### src/rtl/ccd_seq_pkg.sv
package ccd_seq_pkg;

    typedef enum logic [2:0] {
        ST_IDLE,
        ST_ARM,
        ST_OPEN,
        ST_EXPOSE,
        ST_LEAD,
        ST_XFER,
        ST_TAIL,
        ST_READ
    } seq_state_e;

    localparam int PIXEL_PHASES = 4;
    localparam int STROBE_PHASE = 2;
    localparam int MIN_EXPOSE   = 3;

endpackage

### src/rtl/ccd_mclk_div.sv
module ccd_mclk_div #(
    parameter int DIV = 20
) (
    input  logic clk,
    input  logic rst,
    output logic mclk_o,
    output logic tick_o
);

    localparam int HALF = DIV / 2;
    localparam int CW   = (DIV > 2) ? $clog2(DIV) : 1;

    typedef struct packed {
        logic [CW-1:0] cnt;
        logic          mclk;
    } div_regs_t;

    div_regs_t div_d, div_q;

    always_comb begin
        div_d = div_q;
        if (div_q.cnt == CW'(DIV - 1)) begin
            div_d.cnt = '0;
        end else begin
            div_d.cnt = div_q.cnt + 1'b1;
        end
        div_d.mclk = (div_d.cnt < CW'(HALF));
    end

    always_ff @(posedge clk) begin
        if (rst) begin
            div_q.cnt  <= '0;
            div_q.mclk <= 1'b1;
        end else begin
            div_q <= div_d;
        end
    end

    assign mclk_o = div_q.mclk;
    assign tick_o = (div_q.cnt == CW'(DIV - 1));

endmodule

### src/rtl/ccd_gate_fsm.sv
module ccd_gate_fsm
    import ccd_seq_pkg::*;
#(
    parameter int EXP_W      = 20,
    parameter int NUM_PIXELS = 3694,
    parameter int PIX_W      = 12
) (
    input  logic             clk,
    input  logic             rst,
    input  logic             tick_i,
    input  logic             start_i,
    input  logic [EXP_W-1:0] exp_i,
    output logic             sh_o,
    output logic             icg_o,
    output logic             strobe_o,
    output logic             rise_o,
    output logic             done_o,
    output logic             fstart_o
);

    localparam logic [EXP_W-1:0] EXP_MIN  = EXP_W'(MIN_EXPOSE);
    localparam logic [PIX_W-1:0] PIX_LAST = PIX_W'(NUM_PIXELS - 1);
    localparam logic [1:0]       PH_PRE   = 2'(STROBE_PHASE - 1);
    localparam logic [1:0]       PH_STB   = 2'(STROBE_PHASE);
    localparam logic [1:0]       PH_LAST  = 2'(PIXEL_PHASES - 1);

    typedef struct packed {
        seq_state_e       st;
        logic [EXP_W-1:0] exp_len;
        logic [EXP_W-1:0] exp_cnt;
        logic [1:0]       phase;
        logic [PIX_W-1:0] pix;
        logic             sh;
        logic             icg;
        logic             strobe;
        logic             rise;
        logic             done;
        logic             fstart;
    } fsm_regs_t;

    fsm_regs_t fsm_d, fsm_q;

    always_comb begin
        fsm_d        = fsm_q;
        fsm_d.rise   = 1'b0;
        fsm_d.done   = 1'b0;
        fsm_d.fstart = 1'b0;
        unique case (fsm_q.st)
            ST_IDLE: begin
                if (start_i) begin
                    fsm_d.exp_len = (exp_i < EXP_MIN) ? EXP_MIN : exp_i;
                    fsm_d.st      = ST_ARM;
                    fsm_d.fstart  = 1'b1;
                end
            end
            ST_ARM: begin
                if (tick_i) begin
                    fsm_d.st = ST_OPEN;
                    fsm_d.sh = 1'b1;
                end
            end
            ST_OPEN: begin
                if (tick_i) begin
                    fsm_d.st      = ST_EXPOSE;
                    fsm_d.sh      = 1'b0;
                    fsm_d.exp_cnt = '0;
                end
            end
            ST_EXPOSE: begin
                if (tick_i) begin
                    if (fsm_q.exp_cnt == fsm_q.exp_len - EXP_MIN) begin
                        fsm_d.st  = ST_LEAD;
                        fsm_d.icg = 1'b0;
                    end else begin
                        fsm_d.exp_cnt = fsm_q.exp_cnt + 1'b1;
                    end
                end
            end
            ST_LEAD: begin
                if (tick_i) begin
                    fsm_d.st = ST_XFER;
                    fsm_d.sh = 1'b1;
                end
            end
            ST_XFER: begin
                if (tick_i) begin
                    fsm_d.st = ST_TAIL;
                    fsm_d.sh = 1'b0;
                end
            end
            ST_TAIL: begin
                if (tick_i) begin
                    fsm_d.st    = ST_READ;
                    fsm_d.icg   = 1'b1;
                    fsm_d.phase = '0;
                    fsm_d.pix   = '0;
                end
            end
            ST_READ: begin
                if (tick_i) begin
                    fsm_d.phase = fsm_q.phase + 1'b1;
                    if (fsm_q.phase == PH_PRE) begin
                        fsm_d.strobe = 1'b1;
                        fsm_d.rise   = 1'b1;
                    end
                    if (fsm_q.phase == PH_STB) begin
                        fsm_d.strobe = 1'b0;
                    end
                    if (fsm_q.phase == PH_LAST) begin
                        if (fsm_q.pix == PIX_LAST) begin
                            fsm_d.st   = ST_IDLE;
                            fsm_d.done = 1'b1;
                            fsm_d.pix  = '0;
                        end else begin
                            fsm_d.pix = fsm_q.pix + 1'b1;
                        end
                    end
                end
            end
            default: fsm_d.st = ST_IDLE;
        endcase
    end

    always_ff @(posedge clk) begin
        if (rst) begin
            fsm_q.st      <= ST_IDLE;
            fsm_q.exp_len <= '0;
            fsm_q.exp_cnt <= '0;
            fsm_q.phase   <= '0;
            fsm_q.pix     <= '0;
            fsm_q.sh      <= 1'b0;
            fsm_q.icg     <= 1'b1;
            fsm_q.strobe  <= 1'b0;
            fsm_q.rise    <= 1'b0;
            fsm_q.done    <= 1'b0;
            fsm_q.fstart  <= 1'b0;
        end else begin
            fsm_q <= fsm_d;
        end
    end

    assign sh_o     = fsm_q.sh;
    assign icg_o    = fsm_q.icg;
    assign strobe_o = fsm_q.strobe;
    assign rise_o   = fsm_q.rise;
    assign done_o   = fsm_q.done;
    assign fstart_o = fsm_q.fstart;

endmodule

### src/rtl/ccd_capture.sv
module ccd_capture #(
    parameter int DATA_W  = 16,
    parameter int ADDR_W  = 12,
    parameter int CAP_LAT = 3
) (
    input  logic              clk,
    input  logic              rst,
    input  logic              rise_i,
    input  logic              fstart_i,
    input  logic [DATA_W-1:0] adc_i,
    output logic              we_o,
    output logic [ADDR_W-1:0] addr_o,
    output logic [DATA_W-1:0] wdata_o
);

    typedef struct packed {
        logic [CAP_LAT-1:0] dly;
        logic [ADDR_W-1:0]  next_addr;
        logic [ADDR_W-1:0]  addr;
        logic [DATA_W-1:0]  wdata;
        logic               we;
    } cap_regs_t;

    cap_regs_t cap_d, cap_q;
    logic [CAP_LAT-1:0] dly_shift;

    generate
        if (CAP_LAT == 1) begin : g_lat_one
            assign dly_shift = rise_i;
        end else begin : g_lat_many
            assign dly_shift = {cap_q.dly[CAP_LAT-2:0], rise_i};
        end
    endgenerate

    always_comb begin
        cap_d     = cap_q;
        cap_d.dly = dly_shift;
        cap_d.we  = 1'b0;
        if (fstart_i) begin
            cap_d.next_addr = '0;
        end
        if (cap_q.dly[CAP_LAT-1]) begin
            cap_d.we        = 1'b1;
            cap_d.addr      = cap_q.next_addr;
            cap_d.wdata     = adc_i;
            cap_d.next_addr = cap_q.next_addr + 1'b1;
        end
    end

    always_ff @(posedge clk) begin
        if (rst) begin
            cap_q <= '0;
        end else begin
            cap_q <= cap_d;
        end
    end

    assign we_o    = cap_q.we;
    assign addr_o  = cap_q.addr;
    assign wdata_o = cap_q.wdata;

endmodule

### src/rtl/ccd_line_sequencer.sv
module ccd_line_sequencer #(
    parameter int SYS_CLK_HZ = 40_000_000,
    parameter int MCLK_HZ    = 2_000_000,
    parameter int NUM_PIXELS = 3694,
    parameter int EXP_W      = 20,
    parameter int DATA_W     = 16,
    parameter int CAP_LAT    = 3,
    localparam int DIV       = SYS_CLK_HZ / MCLK_HZ,
    localparam int ADDR_W    = (NUM_PIXELS > 1) ? $clog2(NUM_PIXELS) : 1
) (
    input  logic              clk,
    input  logic              rst,
    input  logic              start_req,
    input  logic [EXP_W-1:0]  exp_periods,
    input  logic [DATA_W-1:0] adc_data,
    output logic              mclk_o,
    output logic              sh_o,
    output logic              icg_o,
    output logic              adc_strobe_o,
    output logic              sram_we_o,
    output logic [ADDR_W-1:0] sram_addr_o,
    output logic [DATA_W-1:0] sram_wdata_o,
    output logic              frame_done_o
);

    logic tick;
    logic rise;
    logic fstart;

    ccd_mclk_div #(
        .DIV (DIV)
    ) u_div (
        .clk    (clk),
        .rst    (rst),
        .mclk_o (mclk_o),
        .tick_o (tick)
    );

    ccd_gate_fsm #(
        .EXP_W      (EXP_W),
        .NUM_PIXELS (NUM_PIXELS),
        .PIX_W      (ADDR_W)
    ) u_fsm (
        .clk      (clk),
        .rst      (rst),
        .tick_i   (tick),
        .start_i  (start_req),
        .exp_i    (exp_periods),
        .sh_o     (sh_o),
        .icg_o    (icg_o),
        .strobe_o (adc_strobe_o),
        .rise_o   (rise),
        .done_o   (frame_done_o),
        .fstart_o (fstart)
    );

    ccd_capture #(
        .DATA_W  (DATA_W),
        .ADDR_W  (ADDR_W),
        .CAP_LAT (CAP_LAT)
    ) u_cap (
        .clk      (clk),
        .rst      (rst),
        .rise_i   (rise),
        .fstart_i (fstart),
        .adc_i    (adc_data),
        .we_o     (sram_we_o),
        .addr_o   (sram_addr_o),
        .wdata_o  (sram_wdata_o)
    );

endmodule

### config.mk
export PLATFORM = sky130hd
export DESIGN_NAME = ccd_line_sequencer
export DESIGN_NICKNAME = d
export VERILOG_FILES = /design/src/rtl/ccd_seq_pkg.sv /design/src/rtl/ccd_mclk_div.sv /design/src/rtl/ccd_gate_fsm.sv /design/src/rtl/ccd_capture.sv /design/src/rtl/ccd_line_sequencer.sv
export SDC_FILE = /design/constraint.sdc
export NUM_CORES = 1
export LEC_CHECK = 0
export ABC_AREA = 0
export ABC_CLOCK_PERIOD_IN_PS = 2600
export BUFFER_PORTS_ARGS = -buffer_cell sky130_fd_sc_hd__buf_2
export CAP_MARGIN = 20
export CORE_MARGIN = 2
export CORE_UTILIZATION = 53
export CTS_CLUSTER_SIZE = 24
export DETAILED_ROUTE_END_ITERATION = 8
export GPL_ROUTABILITY_DRIVEN = 0
export HOLD_SLACK_MARGIN = 0.08
export PLACE_DENSITY = 0.77
export SLEW_MARGIN = 20
export SYNTH_ARGS = -nofsm -noshare
export SYNTH_HDL_FRONTEND = slang
export SYNTH_SLANG_ARGS = --single-unit
### constraint.sdc
create_clock -name clk -period 2.6 [get_ports clk]
set_input_delay 0.52 -clock clk [delete_from_list [all_inputs] [get_ports clk]]
set_output_delay 0.52 -clock clk [all_outputs]
set_load 0.01 [all_outputs]
==> results_dict.tcl <==
set metrics [dict create \
    initialDrtViolationCount 431 \
    critical_path_peak_fanout 4 \
    grt_first_pass_wirelength_mm 23.6 \
    failing_checks "negative setup slack" \
    cp-startpoint "u_fsm.fsm_q[42]$_SDFFE_PP0P_" \
    max_clock_skew_ps 10.8 \
    setup-tns-final_ps -2080 \
    report.final.setup_viol 23 \
    grt_max_degree 54 \
    clock-sinks 113 \
    mappedNetlistArea_um2 5780 \
    globalRouteTotalUtil_pct 25.4 \
    cts_root_buf "clkbuf_8" \
    classification_of_the_worst_slack_hold_path "input port to flip-flop" \
    fin_crit_sh_pct 106 \
    post_cts_hold_buffer_count 0 \
    cts_inserted_buffers 17 \
    design.die.area_um2 11800 \
    ys_async_sr_fraction_pct 0 \
    commonest_non_fill_non_tap_cell_in_the_layout "dfxtp_1" \
    ys_ff_latch 113 \
    yosysSeqAreaShare_pct 39.1 \
    drtPass1Iterations 5 \
    yosys.cell_types.count 59 \
    wirelength_mm 14.6 \
    timing.setup.critical_path_class "flip-flop to flip-flop" \
    ff2ff_path_depth 11 \
    outcome "complete, but fails checks" \
    place_inst 864 \
    design.core.area_um2 10700 \
    place_hpwl_mm 9.46 \
    num_io_pins 73 \
    total_nets_after_synthesis 726 \
    gate_count_after_technology_mapping 675 \
    cts.path.max_buffers 2 \
    yosys_warnings 0 \
    fin_nets 802 \
    worst_vdd_ir_v 0.000553 \
    avgSynthCellArea_um2 8.57 \
    final_cell_count_no_fill 904 \
    die_y_um 108 \
    antenna_found_initial 0 \
    tightest_slew_ps 617 \
    final_core_util_pct 67.3 \
    clock.fmax_ghz 0.364 \
    worst-endpoint-required_ps 2980 \
    final.hold.worst_slack_ps 236 \
    syn_to_final_growth_pct 25.1 \
    worstHoldPathCells 3 \
    post-route-min-period_ps 2750 \
    remaining_drc_errors 0 \
    hold_viol 0 \
    vias_per_cell 5.75 \
    max-cap-violations 0 \
    slew_violations 0 \
    layout-drive-gt1-share_pct 27.6 \
    placement_rows 38 \
    initial_utilization_pct 53.8 \
    htree_levels 4 \
    globalRouteOverflowTotal 0 \
    cts_tree "done" \
    grt_setup_unrepaired "true" \
    power.density_nw_per_um2 807 \
    vias 5198 \
    n_antenna_cell 0 \
    post_drt_wl_per_cell_um 16.2 \
    worst-endpoint-arrival_ps 3130 \
    slew_headroom_pct 58.8 \
    finalWorstSetupSlack_ps -147 \
    timing.hold.worst.start "adc_data[0]" \
    crit-reg2reg-launch "u_fsm.fsm_q[42]$_SDFFE_PP0P_" \
    first_global_vias 4968 \
    routed_antenna_nets 0 \
    post-place-ws_ps -191 \
    placement.io_buffers 72 \
    most_used_cells_in_the_layout_excluding_fill_and_tap_cells "dfxtp_1 (109), nor2_1 (84), buf_2 (72)" \
    synth_enable_flop_cells 0 \
    clock_latency_ps 530 \
    die_w_um 108 \
    critical_path.endpoint_type "flip-flop" \
    synth_top_flop_cell "dfxtp_1" \
    clkSlewWorstSetupHoldPaths_ps 60 \
    worstSetupStartpointType "flip-flop" \
    power.static_leakage_nw 2.78 \
]
## path summary, 6_finish.rpt
path,endpoint,slack (ps)
min,u_cap.wdata_o[0]$_SDFFE_PP0P_,240
max,u_fsm.fsm_q[60]$_SDFFE_PP0P_,-150
max reg2reg,u_fsm.fsm_q[60]$_SDFFE_PP0P_,-150
min reg2reg,u_cap.cap_q[43]$_SDFF_PP0_,450
## final cells by class
class	count	area [um2]
tap	140	175
clock inverter	12	159
clock buffer	20	435
sequential	113	2270
fill	808	3510
timing repair buffer	117	762
multi-input combinational	489	3380
inverter	13	48.8
## worst max-delay path, stage by stage, from the launching register on
cell and delay, ps:
dfxtp_4 360, buf_6 120, nor4_4 260, buf_4 190, a31oi_4 80, or4_4 530
o311ai_4 110, nor4b_4 300, buf_4 180, a31oi_4 100, a2111oi_4 310, a211oi_2 70
## routing by layer
layer / share of wire, % / vias to the layer above / GRT usage (%)
met5: 0 / - / 0
met4: 2.7 / 0 / 8.79
met3: 5.5 / 37 / 7.41
met2: 49 / 167 / 42.9
met1: 43 / 2489 / 30.7
li1: - / 2505 / -
## flip-flops by register name, summed over array words and instances (netlist names)
| signal | flops |
|---|---|
| u_fsm.fsm_q | 57 |
| u_cap.wdata_o | 16 |
| u_cap.cap_q | 13 |
| u_cap.addr_o | 12 |
| u_div.div_q | 5 |
| u_cap.cap_d | 2 |
| u_cap.we_o | 1 |
| u_div.mclk_o | 1 |
| u_fsm.done_o | 1 |
| u_fsm.fstart_o | 1 |
| u_fsm.icg_o | 1 |
| u_fsm.rise_o | 1 |
| u_fsm.sh_o | 1 |
| u_fsm.strobe_o | 1 |
## synth_stat cells, types with 4 or more instances
master | number | area (um2)
nor3_1 | 17 | 85.1
dfxtp_1 | 113 | 2260
mux2i_1 | 34 | 340
nand4b_1 | 4 | 35.0
nor2_1 | 85 | 319
or3_1 | 8 | 50.1
o21ai_2 | 4 | 35.0
inv_1 | 13 | 48.8
mux2_2 | 5 | 56.3
o211ai_1 | 7 | 52.6
nor4_1 | 8 | 50.1
a21oi_1 | 48 | 240
o31ai_1 | 4 | 30.0
and4_1 | 5 | 43.8
clkbuf_1 | 23 | 86.3
and3_1 | 11 | 68.8
nor2b_1 | 6 | 37.5
xor2_1 | 18 | 158
nand4_1 | 13 | 81.3
nand2_1 | 70 | 263
xnor2_1 | 25 | 219
or4_1 | 11 | 82.6
buf_4 | 28 | 210
nor3b_1 | 11 | 82.6
nand2b_1 | 8 | 50.1
a211oi_1 | 5 | 37.5
nand3_1 | 22 | 110
ha_1 | 12 | 150
a21oi_2 | 4 | 35.0
o21ai_0 | 10 | 50.1
## through the flow
stage | total power, mW | cell area [um2]
detailed placement | 3.14 | 6270
CTS | 5.66 | 7070
global route | 6.07 | 7230
global placement | 3.10 | 6270
floorplan | 2.74 | 5820
finish | 5.84 | 7230
## power breakdown
| group | switching (mW) | total, mW | internal [mW] |
|---|---|---|---|
| Sequential | 0.115 | 1.93 | 1.82 |
| Clock | 0.843 | 2.33 | 1.49 |
| Combinational | 0.852 | 1.57 | 0.721 |
## cell families after synthesis
family | synth area share, %
compound gates | 11.7
xor+xnor | 6.51
fa+ha+maj | 2.60
buf+inv | 7.42
flops | 39.1
mux | 6.86
simple gates | 25.8
## timing repair
| action | 4_1_cts | 5_1_grt |
|---|---|---|
| buffers inserted | 5 | 1 |
| setup endpoints to repair | 22 | 36 |
| gates resized for setup | 25 | 33 |
| pin swaps | 26 | 6 |
| cloned | 2 | 0 |
| endpoints found under the hold margin | 0 | 0 |
Note: power is estimated with default switching activity, not from simulation.
